## src/rtl/nlink_pkg.sv

```systemverilog
package nlink_pkg;
  localparam int PAY_W = 32;
  localparam int CRC_W = 12;
  localparam int FRAME_W = PAY_W + CRC_W;
  localparam logic [CRC_W-1:0] CRC_POLY = 12'h80F;

  // bitwise CRC, zero start, payload MSB first
  function automatic logic [CRC_W-1:0] crc12(input logic [PAY_W-1:0] data);
    logic [CRC_W-1:0] c;
    logic fb;
    c = '0;
    for (int i = PAY_W - 1; i >= 0; i--) begin
      fb = c[CRC_W-1] ^ data[i];
      c = {c[CRC_W-2:0], 1'b0};
      if (fb) c = c ^ CRC_POLY;
    end
    return c;
  endfunction
endpackage

```

## src/rtl/nlink_tx.sv

```systemverilog
module nlink_tx
  import nlink_pkg::*;
#(
  parameter int SLICE_W = 16,
  parameter int NSLICE  = 3,
  parameter int DEST_W  = 4
) (
  input  logic               clk,
  input  logic               rst_n,
  input  logic [DEST_W-1:0]  cfg_dest,
  input  logic               in_valid,
  output logic               in_ready,
  input  logic [PAY_W-1:0]   in_payload,
  output logic               link_valid,
  input  logic               link_ready,
  output logic [SLICE_W-1:0] link_data,
  output logic [DEST_W-1:0]  link_dest,
  output logic               accept_evt,
  output logic               beat_evt
);
  localparam int PADW     = NSLICE * SLICE_W;
  localparam int PAD_BITS = PADW - FRAME_W;
  localparam int CNT_W    = $clog2(NSLICE + 1);

  logic [PADW-1:0]   shreg;
  logic [CNT_W-1:0]  cnt;
  logic              busy;
  logic [DEST_W-1:0] dest_q;

  assign in_ready   = !busy;
  assign accept_evt = in_valid && !busy;
  assign beat_evt   = busy && link_ready;
  assign link_valid = busy;
  assign link_data  = shreg[PADW-1 -: SLICE_W];
  assign link_dest  = dest_q;

  always_ff @(posedge clk) begin
    if (!rst_n) begin
      shreg  <= '0;
      cnt    <= '0;
      busy   <= 1'b0;
      dest_q <= '0;
    end else if (accept_evt) begin
      shreg  <= PADW'({in_payload, crc12(in_payload)}) << PAD_BITS;
      cnt    <= '0;
      busy   <= 1'b1;
      dest_q <= cfg_dest;
    end else if (beat_evt) begin
      shreg <= shreg << SLICE_W;
      if (cnt == CNT_W'(NSLICE - 1)) begin
        busy <= 1'b0;
        cnt  <= '0;
      end else begin
        cnt <= cnt + 1'b1;
      end
    end
  end
endmodule

```

## src/rtl/nlink_rx.sv

```systemverilog
module nlink_rx
  import nlink_pkg::*;
#(
  parameter int SLICE_W = 16,
  parameter int NSLICE  = 3
) (
  input  logic               clk,
  input  logic               rst_n,
  input  logic               rx_valid,
  output logic               rx_ready,
  input  logic [SLICE_W-1:0] rx_data,
  output logic               frame_valid,
  output logic [PAY_W-1:0]   frame_payload,
  output logic               crc_error,
  output logic               frame_done,
  output logic               crc_mis_evt
);
  localparam int PADW  = NSLICE * SLICE_W;
  localparam int CNT_W = $clog2(NSLICE + 1);

  logic [PADW-1:0]  acc;
  logic [PADW-1:0]  acc_next;
  logic [CNT_W-1:0] cnt;
  logic [PAY_W-1:0] got_pay;
  logic [CRC_W-1:0] got_crc;

  assign rx_ready    = 1'b1;
  assign acc_next    = (acc << SLICE_W) | PADW'(rx_data);
  assign got_pay     = acc_next[PADW-1 -: PAY_W];
  assign got_crc     = acc_next[PADW-PAY_W-1 -: CRC_W];
  assign frame_done  = rx_valid && (cnt == CNT_W'(NSLICE - 1));
  assign crc_mis_evt = frame_done && (crc12(got_pay) != got_crc);

  always_ff @(posedge clk) begin
    if (!rst_n) begin
      acc           <= '0;
      cnt           <= '0;
      frame_valid   <= 1'b0;
      crc_error     <= 1'b0;
      frame_payload <= '0;
    end else begin
      frame_valid <= frame_done;
      crc_error   <= crc_mis_evt;
      if (frame_done) begin
        frame_payload <= got_pay;
        acc           <= '0;
        cnt           <= '0;
      end else if (rx_valid) begin
        acc <= acc_next;
        cnt <= cnt + 1'b1;
      end
    end
  end
endmodule

```

## src/rtl/nlink_errcnt.sv

```systemverilog
module nlink_errcnt #(
  parameter int CW = 8
) (
  input  logic          clk,
  input  logic          rst_n,
  input  logic          inc,
  input  logic          clr,
  output logic [CW-1:0] count
);
  localparam logic [CW-1:0] TOP = {CW{1'b1}};

  always_ff @(posedge clk) begin
    if (!rst_n)                  count <= '0;
    else if (clr)                count <= '0;
    else if (inc && count != TOP) count <= count + 1'b1;
  end
endmodule

```

## src/rtl/nlink_top.sv

```systemverilog
module nlink_top
  import nlink_pkg::*;
#(
  parameter int CH_N   = 8,
  parameter int CH_W   = 2,
  parameter int DEST_W = 4,
  parameter int ERR_W  = 8
) (
  input  logic                 clk,
  input  logic                 rst_n,
  input  logic [DEST_W-1:0]    cfg_dest,
  input  logic                 in_valid,
  output logic                 in_ready,
  input  logic [31:0]          in_payload,
  output logic                 link_valid,
  input  logic                 link_ready,
  output logic [CH_N*CH_W-1:0] link_data,
  output logic [DEST_W-1:0]    link_dest,
  input  logic                 rx_valid,
  output logic                 rx_ready,
  input  logic [CH_N*CH_W-1:0] rx_data,
  output logic                 frame_valid,
  output logic [31:0]          frame_payload,
  output logic                 crc_error,
  input  logic                 err_clear,
  output logic [ERR_W-1:0]     err_count
);
  localparam int SLICE_W = CH_N * CH_W;
  localparam int NSLICE  = (FRAME_W + SLICE_W - 1) / SLICE_W;

  logic tx_accept_evt;
  logic tx_beat_evt;
  logic rx_frame_done;
  logic rx_crc_mis;

  nlink_tx #(.SLICE_W(SLICE_W), .NSLICE(NSLICE), .DEST_W(DEST_W)) u_tx (
    .clk        (clk),
    .rst_n      (rst_n),
    .cfg_dest   (cfg_dest),
    .in_valid   (in_valid),
    .in_ready   (in_ready),
    .in_payload (in_payload),
    .link_valid (link_valid),
    .link_ready (link_ready),
    .link_data  (link_data),
    .link_dest  (link_dest),
    .accept_evt (tx_accept_evt),
    .beat_evt   (tx_beat_evt)
  );

  nlink_rx #(.SLICE_W(SLICE_W), .NSLICE(NSLICE)) u_rx (
    .clk           (clk),
    .rst_n         (rst_n),
    .rx_valid      (rx_valid),
    .rx_ready      (rx_ready),
    .rx_data       (rx_data),
    .frame_valid   (frame_valid),
    .frame_payload (frame_payload),
    .crc_error     (crc_error),
    .frame_done    (rx_frame_done),
    .crc_mis_evt   (rx_crc_mis)
  );

  nlink_errcnt #(.CW(ERR_W)) u_err (
    .clk   (clk),
    .rst_n (rst_n),
    .inc   (rx_crc_mis),
    .clr   (err_clear),
    .count (err_count)
  );
endmodule

```

## config.mk

```make
export PLATFORM = sky130hd
export DESIGN_NAME = nlink_top
export DESIGN_NICKNAME = d
export VERILOG_FILES = /design/src/rtl/nlink_pkg.sv /design/src/rtl/nlink_tx.sv /design/src/rtl/nlink_rx.sv /design/src/rtl/nlink_errcnt.sv /design/src/rtl/nlink_top.sv
export SDC_FILE = /design/constraint.sdc
export NUM_CORES = 1
export LEC_CHECK = 0
export ABC_AREA = 0
export CORE_MARGIN = 10
export CORE_UTILIZATION = 47
export DETAILED_ROUTE_END_ITERATION = 7
export HOLD_SLACK_MARGIN = 0.05
export PLACE_DENSITY = 0.77
export SYNTH_ARGS = -nofsm -noshare
export SYNTH_HDL_FRONTEND = slang
export SYNTH_SLANG_ARGS = --single-unit
```

## constraint.sdc

```tcl
create_clock -name clk -period 2.9 [get_ports clk]
set_input_delay 0.58 -clock clk [delete_from_list [all_inputs] [get_ports clk]]
set_output_delay 0.58 -clock clk [all_outputs]
set_load 0.005 [all_outputs]
```

Word-level counts from Yosys, hierarchy flattened. Index checks and enable logic that the tools add are counted.

Register bits after elaboration: 127. Bits in latches: 0. RAM bits: 0. Memory bits (read-only): 0. Bits of input ports: 58. Output and inout port bits: 65. Memories: 0.

Add/subtract/negate cells: 3. $mul: 0. Divide/modulo/power cells: 0. $lt $le $gt $ge: 0. Equal/unequal tests: 4. Shifts and indexed selects: 0. Multiplexer cells: 132. Bitwise logic cells: 126. Reductions and logical operators: 12.

Operator list (count): $mux 12 (126); $not 5->5 (62); $mux 48 (2); $xor 1x1->1 (62); $or 48x16->48 (1); $ne 12x12->1 (1); $add 8x1->8 const B (1); $ne 8x8->1 const B (1); $reduce_or 2->1 (3); $logic_and 1x1->1 (5); $add 2x1->2 const B (2); $eq 2x2->1 const B (2); $reduce_bool 2->1 (2); $mux 1 (3); $mux 2 (1); $reduce_and 2->1 (1); $logic_not 1->1 (1); $not 1->1 (1).

Depth between registers and ports, before layout. Gate-level depths: netlist (run 1).

Depth after elaboration: 127. Mapped depth: 10.

By module. From an unflattened synthesis (run 1), not the netlist that was laid out.

Cells, all modules: 718. Area total of the unflattened synthesis: 6623.9 um2.

By module, submodules not included: nlink_rx (times used 1, cells each 339, area each 3258.1 um2, sequential area each 1361.3 um2); nlink_tx (times used 1, cells each 333, area each 2944.1 um2, sequential area each 1021.0 um2); nlink_errcnt (times used 1, cells each 46, area each 421.7 um2, sequential area each 160.2 um2).

Worst setup path before layout (run 1). Ideal clock, no wire load.

Kind: register -> register. From: reg u_rx.acc[14]. To: reg u_err.count[5]. Library setup time: 70 ps. Data arrival time: 2732 ps. Required time: 2830 ps. Setup slack: 98 ps. Cell stages (with the launch flop): 10. Path through: dfxtp_1 -> xnor3_1 -> xnor2_1 -> xnor2_1 -> xnor3_1 -> xnor2_1 -> mux2i_2 -> o21ai_2 -> or3_1 -> a21oi_1.

Cells in the longest elaborated chain, start to end: 34. Elaborated cells between the ends (all ways): 48. Those cells by class: eq/ne (1); mux (15); bitwise (30); reduce/logical (2).

RTL lines: from (decl) (line nlink_rx.sv:21) `logic [PADW-1:0] acc;`; from (signal assigned) (line nlink_rx.sv:49) `acc <= acc_next;`; $or 48x16->48 * (line nlink_rx.sv:28) `assign acc_next = (acc << SLICE_W) | PADW'(rx_data);`; $xor 1x1->1 * (line nlink_pkg.sv:13) `fb = c[CRC_W-1] ^ data[i];`; $mux 12 * (line nlink_pkg.sv:15) `if (fb) c = c ^ CRC_POLY;`; $xor 1x1->1 (line nlink_pkg.sv:13); $mux 12 * (line nlink_pkg.sv:15); $xor 1x1->1 (line nlink_pkg.sv:13); $mux 12 * (line nlink_pkg.sv:15); $xor 1x1->1 (line nlink_pkg.sv:13); [... 18 more ...]; $mux 12 * (line nlink_pkg.sv:15); $xor 1x1->1 or $not 5->5 (tied branches); $mux 12 * (line nlink_pkg.sv:15); $xor 1x1->1 or $not 5->5 (tied branches); $mux 12 * (line nlink_pkg.sv:15); $ne 12x12->1 * (line nlink_rx.sv:32) `assign crc_mis_evt = frame_done && (crc12(got_pay) != got_crc);`; $logic_and 1x1->1 * (line nlink_rx.sv:32); $logic_and 1x1->1 * (line nlink_errcnt.sv:15) `else if (inc && count != TOP) count <= count + 1'b1;`; to (signal assigned) (line nlink_errcnt.sv:15); to (decl) (line nlink_errcnt.sv:8) `output logic [CW-1:0] count`.

Every way passes the cells marked *; elsewhere a longest branch is shown, timed or not. A chain may end at the register's enable or synchronous reset.

Final worst setup path (run 1).
From: reg u_rx.acc[25]. To: reg u_err.count[5].

Cells in the longest elaborated chain, start to end: 56. Elaborated cells between the ends (all ways): 81. Those cells by class: eq/ne (1); mux (26); bitwise (52); reduce/logical (2).

RTL lines (line): $or 48x16->48 * (nlink_rx.sv:28); $xor 1x1->1 * (nlink_pkg.sv:13); $mux 12 * (nlink_pkg.sv:15); $xor 1x1->1 (nlink_pkg.sv:13); $mux 12 * (nlink_pkg.sv:15); $xor 1x1->1 (nlink_pkg.sv:13); $mux 12 * (nlink_pkg.sv:15); $xor 1x1->1 (nlink_pkg.sv:13); [... 40 more ...]; $mux 12 * (nlink_pkg.sv:15); $xor 1x1->1 or $not 5->5 (tied branches); $mux 12 * (nlink_pkg.sv:15); $xor 1x1->1 or $not 5->5 (tied branches); $mux 12 * (nlink_pkg.sv:15); $ne 12x12->1 * (nlink_rx.sv:32); $logic_and 1x1->1 * (nlink_rx.sv:32); $logic_and 1x1->1 * (nlink_errcnt.sv:15).

Marked as above.

==> summary.md, run 1 <==
| Metric | Value |
|---|---|
| Status | `finished, final reports clean` |
| Worst EP required | `3250 ps` |
| Reg2reg start | `u_rx.acc[25]` |
| Post-Synth Adder-Cell Area | `0.399%` |
| Worst slew margin relative to its limit | `52.9%` |
| Full die area | `18,400 µm²` |
| Die Height | `136 µm` |
| Power Density | `667 nW/µm²` |
| H-tree depth | `4` |
| I/O Buffers | `121` |
| Core area | `13,100 µm²` |
| Critical path startpoint | `u_rx.acc[25]` |
| Seq/Total Area, Yosys | `40.5%` |
| Layout cell share with drive strength beyond 1 | `16.6%` |
| Critical-path top delay cell | `xnor3_1` |
| Drt pass-1 iters | `5` |
| Max Cap Violations | `0` |
| NumNets Final | `932` |
| Total CTS buffers | `17` |
| Yosys reg bits | `127` |
| Xor and xnor area share after synthesis | `22.1%` |
| Vias per cell | `5.35` |
| Number of synthesized flops with an enable pin | `0` |
| Final setup margin | `11.1 ps` |
| Most used cell along the critical path | `xnor2_2` |
| Mapped cell area | `6270 µm²` |
| Top area cells in the synthesized netlist | `dfxtp_1 41%, xnor2_1 14%, nand2_1 6.8%` |
| Async SR Flop Fraction | `0%` |
| Synth Warn # | `0` |
| Clock Latency Late Sink | `420 ps` |
| Sequential Area | `2550 µm²` |
| Leakage | `3.44 nW` |
| Synth top cells by count | `127 x dfxtp_1, 114 x nand2_1, 97 x xnor2_1` |
| Crit path capture type | `flop` |
| DRT iter0 DRCs | `363` |
| Final period utilization | `99.6%` |
| Post-synthesis compound-gate area fraction | `10.8%` |
| Placer Congestion | `0.958` |
| Hold path start | `u_tx.link_dest[2]` |
| Longest Clk Path Bufs | `2` |
| CTS Hold Bufs | `0` |
| Hold Fails Final Rpt | `0` |
| Arrival time at the worst endpoint | `3240 ps` |
| CTS tree | `yes` |
| Die W | `136 µm` |
| Largest stage delay, worst path | `470 ps` |
| Via count | `5,666` |
| RSZ-0062 raised after global routing | `true` |
| Setup-failing EPs final | `0` |
| Hold Crit Class | `reg -> reg` |
| Pin count of the biggest net entering global routing | `57` |
| Mapped Nets | `774` |
| Top-count cell post-synth | `dfxtp_1` |
| Cell chosen for the clock root | `clkbuf_16` |
| Antenna cells | `0` |
| Synth Flop Type | `dfxtp_1` |
| Min cycle time layout | `2890 ps` |
| Count of cell types in the netlist | `39` |
| Max VDD drop | `0.475 mV` |
| Crit Path Class | `reg -> reg` |
| Highest Clock Rate | `346 MHz` |
| Synth Area per Inst | `8.79 µm²` |
| Tot GR Track Use | `20.8%` |
| Vias in the first global route | `5,854` |
| Post-synth top area share | `40.5%` |
| Area Growth Syn to Fin | `41.6%` |
| Post-synthesis simple-gate area fraction | `15.8%` |
| Final total power | `5.93 mW` |
| Initial antenna violation count | `0` |
| Drt wl/cell | `18.2 µm` |
| Largest family of logic cells by synthesized area | `XOR/XNOR gates` |
| Yosys top cell by area | `dfxtp_1` |
| CP Cell Sequence | `xnor3_2 > xnor2_2 > xnor2_2 > xnor3_1 > xnor2_2 > mux2i_4 > o21ai_4 > or3_4 > a21oi_2` |
| Slew Limit Fails | `0` |
| Footprint of the multi-input gates | `3650 µm²` |
| Critical-path maximum fanout | `7` |
| Setup Skew | `5.84 ps` |
| Grt ovf | `0` |
| Synth Instances | `714` |
| Worst-Margin Slew | `705 ps` |
| IO Pins | `123` |
| Dpl hpwl | `13,800 µm` |
| Final ANT Viol Nets | `0` |
| Row count | `42` |
| Post-Place Setup Slack | `-304 ps` |
| Startpoint class of the critical path | `flop` |
| Post-Route WL | `19,300 µm` |
| Global-route wire length before repair | `30,400 µm` |
| Clock sinks | `127` |
| Clock-pin transition on the worst setup and hold timing paths | `60 ps` |
| Proportion of synthesized area in mux cells | `5.48%` |
| Number of fill cells | `1,004` |
| Starting Density | `47.8%` |
| DRC Markers | `0` |
## cells by family after synthesis
family / Yosys count
flops: 127
compound gates: 102
fa+ha+maj: 2
other cells: 1
mux: 34
simple gates: 243
xor+xnor: 142
buf+inv: 63
## worst max-delay path: cells and delay by family, from the launching register on
kind / cells / cell delay (ps)
xor+xnor: 5 / 1560
simple gates: 1 / 350
mux: 1 / 340
flops: 1 / 330
compound gates: 2 / 220
## per-layer routing
layer	up-vias	part of all wire, %	GRT usage [%]
met2	209	50	35.5
met4	0	2.9	8.67
li1	2691	-	-
met1	2721	40	23.7
met3	45	6.9	6.31
met5	-	0	0
## sequential cells by signal, indices dropped and copies added (netlist names)
signal / count
u_rx.acc: 32
u_rx.crc_error: 1
u_tx.shreg: 44
u_tx.link_valid: 1
u_rx.frame_payload: 32
u_tx.cnt: 2
u_rx.cnt: 2
u_tx.link_dest: 4
u_rx.frame_valid: 1
u_err.count: 8
## worst paths after layout
| check | cells after the start | to | slack, ps |
|---|---|---|---|
| worst max-delay path | 9 | u_err.count[5] | 10 |
| worst min-delay path | 2 | u_tx.link_dest[2] | 460 |
| worst max register to register | 9 | u_err.count[5] | 10 |
| worst min register to register | 2 | u_tx.link_dest[2] | 460 |
## power by group
group          switching (mW)  total (mW)  internal, mW
sequential             0.0787        1.94          1.86
combinational           0.825        1.79         0.967
clock                   0.760        2.20          1.44
total                    1.66        5.93          4.26
## stage by stage
step / util, % / cells / hold slack (ps) / instance area [µm²] / TNS [ps]
detailed placement: 60.6 / 1021 / 449 / 7970 / -2450
global placement: 60.6 / 1021 / 443 / 7970 / -2170
global route: 67.6 / 1060 / 476 / 8880 / -540
CTS: 66.0 / 1053 / 457 / 8680 / -6.90
floorplan: - / 714 / 437 / 6270 / 0
finish: 67.6 / 1060 / 456 / 8880 / 0
## cell usage in the layout, fill, tap and decap left out, types with 3 or more instances in the layout
cell type	instances
a211oi_1	3
a21oi_1	48
a22oi_1	10
a311oi_1	26
and3_1	5
buf_4	74
bufinv_16	3
clkbuf_16	17
clkbuf_8	4
clkdlybuf4s50_1	118
clkinvlp_4	3
dfxtp_1	120
dfxtp_2	7
mux2i_1	33
nand2_1	113
nand3_1	31
nor2_1	81
nor3_1	3
o211ai_1	3
xnor2_1	84
xnor2_2	11
xnor2_4	3
xnor3_1	7
xnor3_2	3
xor2_1	30
xor2_2	4
## area by class of cell
cell class | instances | share of cell area, %
multi-input cells | 524 | 41.1
clock inverters | 9 | 1.48
repair buffers | 199 | 20.6
well taps | 176 | 2.48
clock buffers | 22 | 5.45
inverters | 3 | 0.127
flip-flops and latches | 127 | 28.7
## what timing repair did
| action | CTS | global route |
|---|---|---|
| buffers inserted | 1 | 7 |
| endpoints found under the setup margin | 8 | 9 |
| gates resized for setup | 18 | 26 |
| pin swaps | 8 | 19 |
(Power assumes the default switching activity.)
==> run 2, diff against run 1 <==
--- a/config.mk
+++ b/config.mk
@@ -8,6 +8,7 @@
 export ABC_AREA = 0
 export CORE_MARGIN = 10
 export CORE_UTILIZATION = 47
+export CTS_CLUSTER_DIAMETER = 120
 export DETAILED_ROUTE_END_ITERATION = 7
 export HOLD_SLACK_MARGIN = 0.05
 export PLACE_DENSITY = 0.77
==> results of run 2 <==
The final DEF is identical to that of run 1; final timing and power are the same.
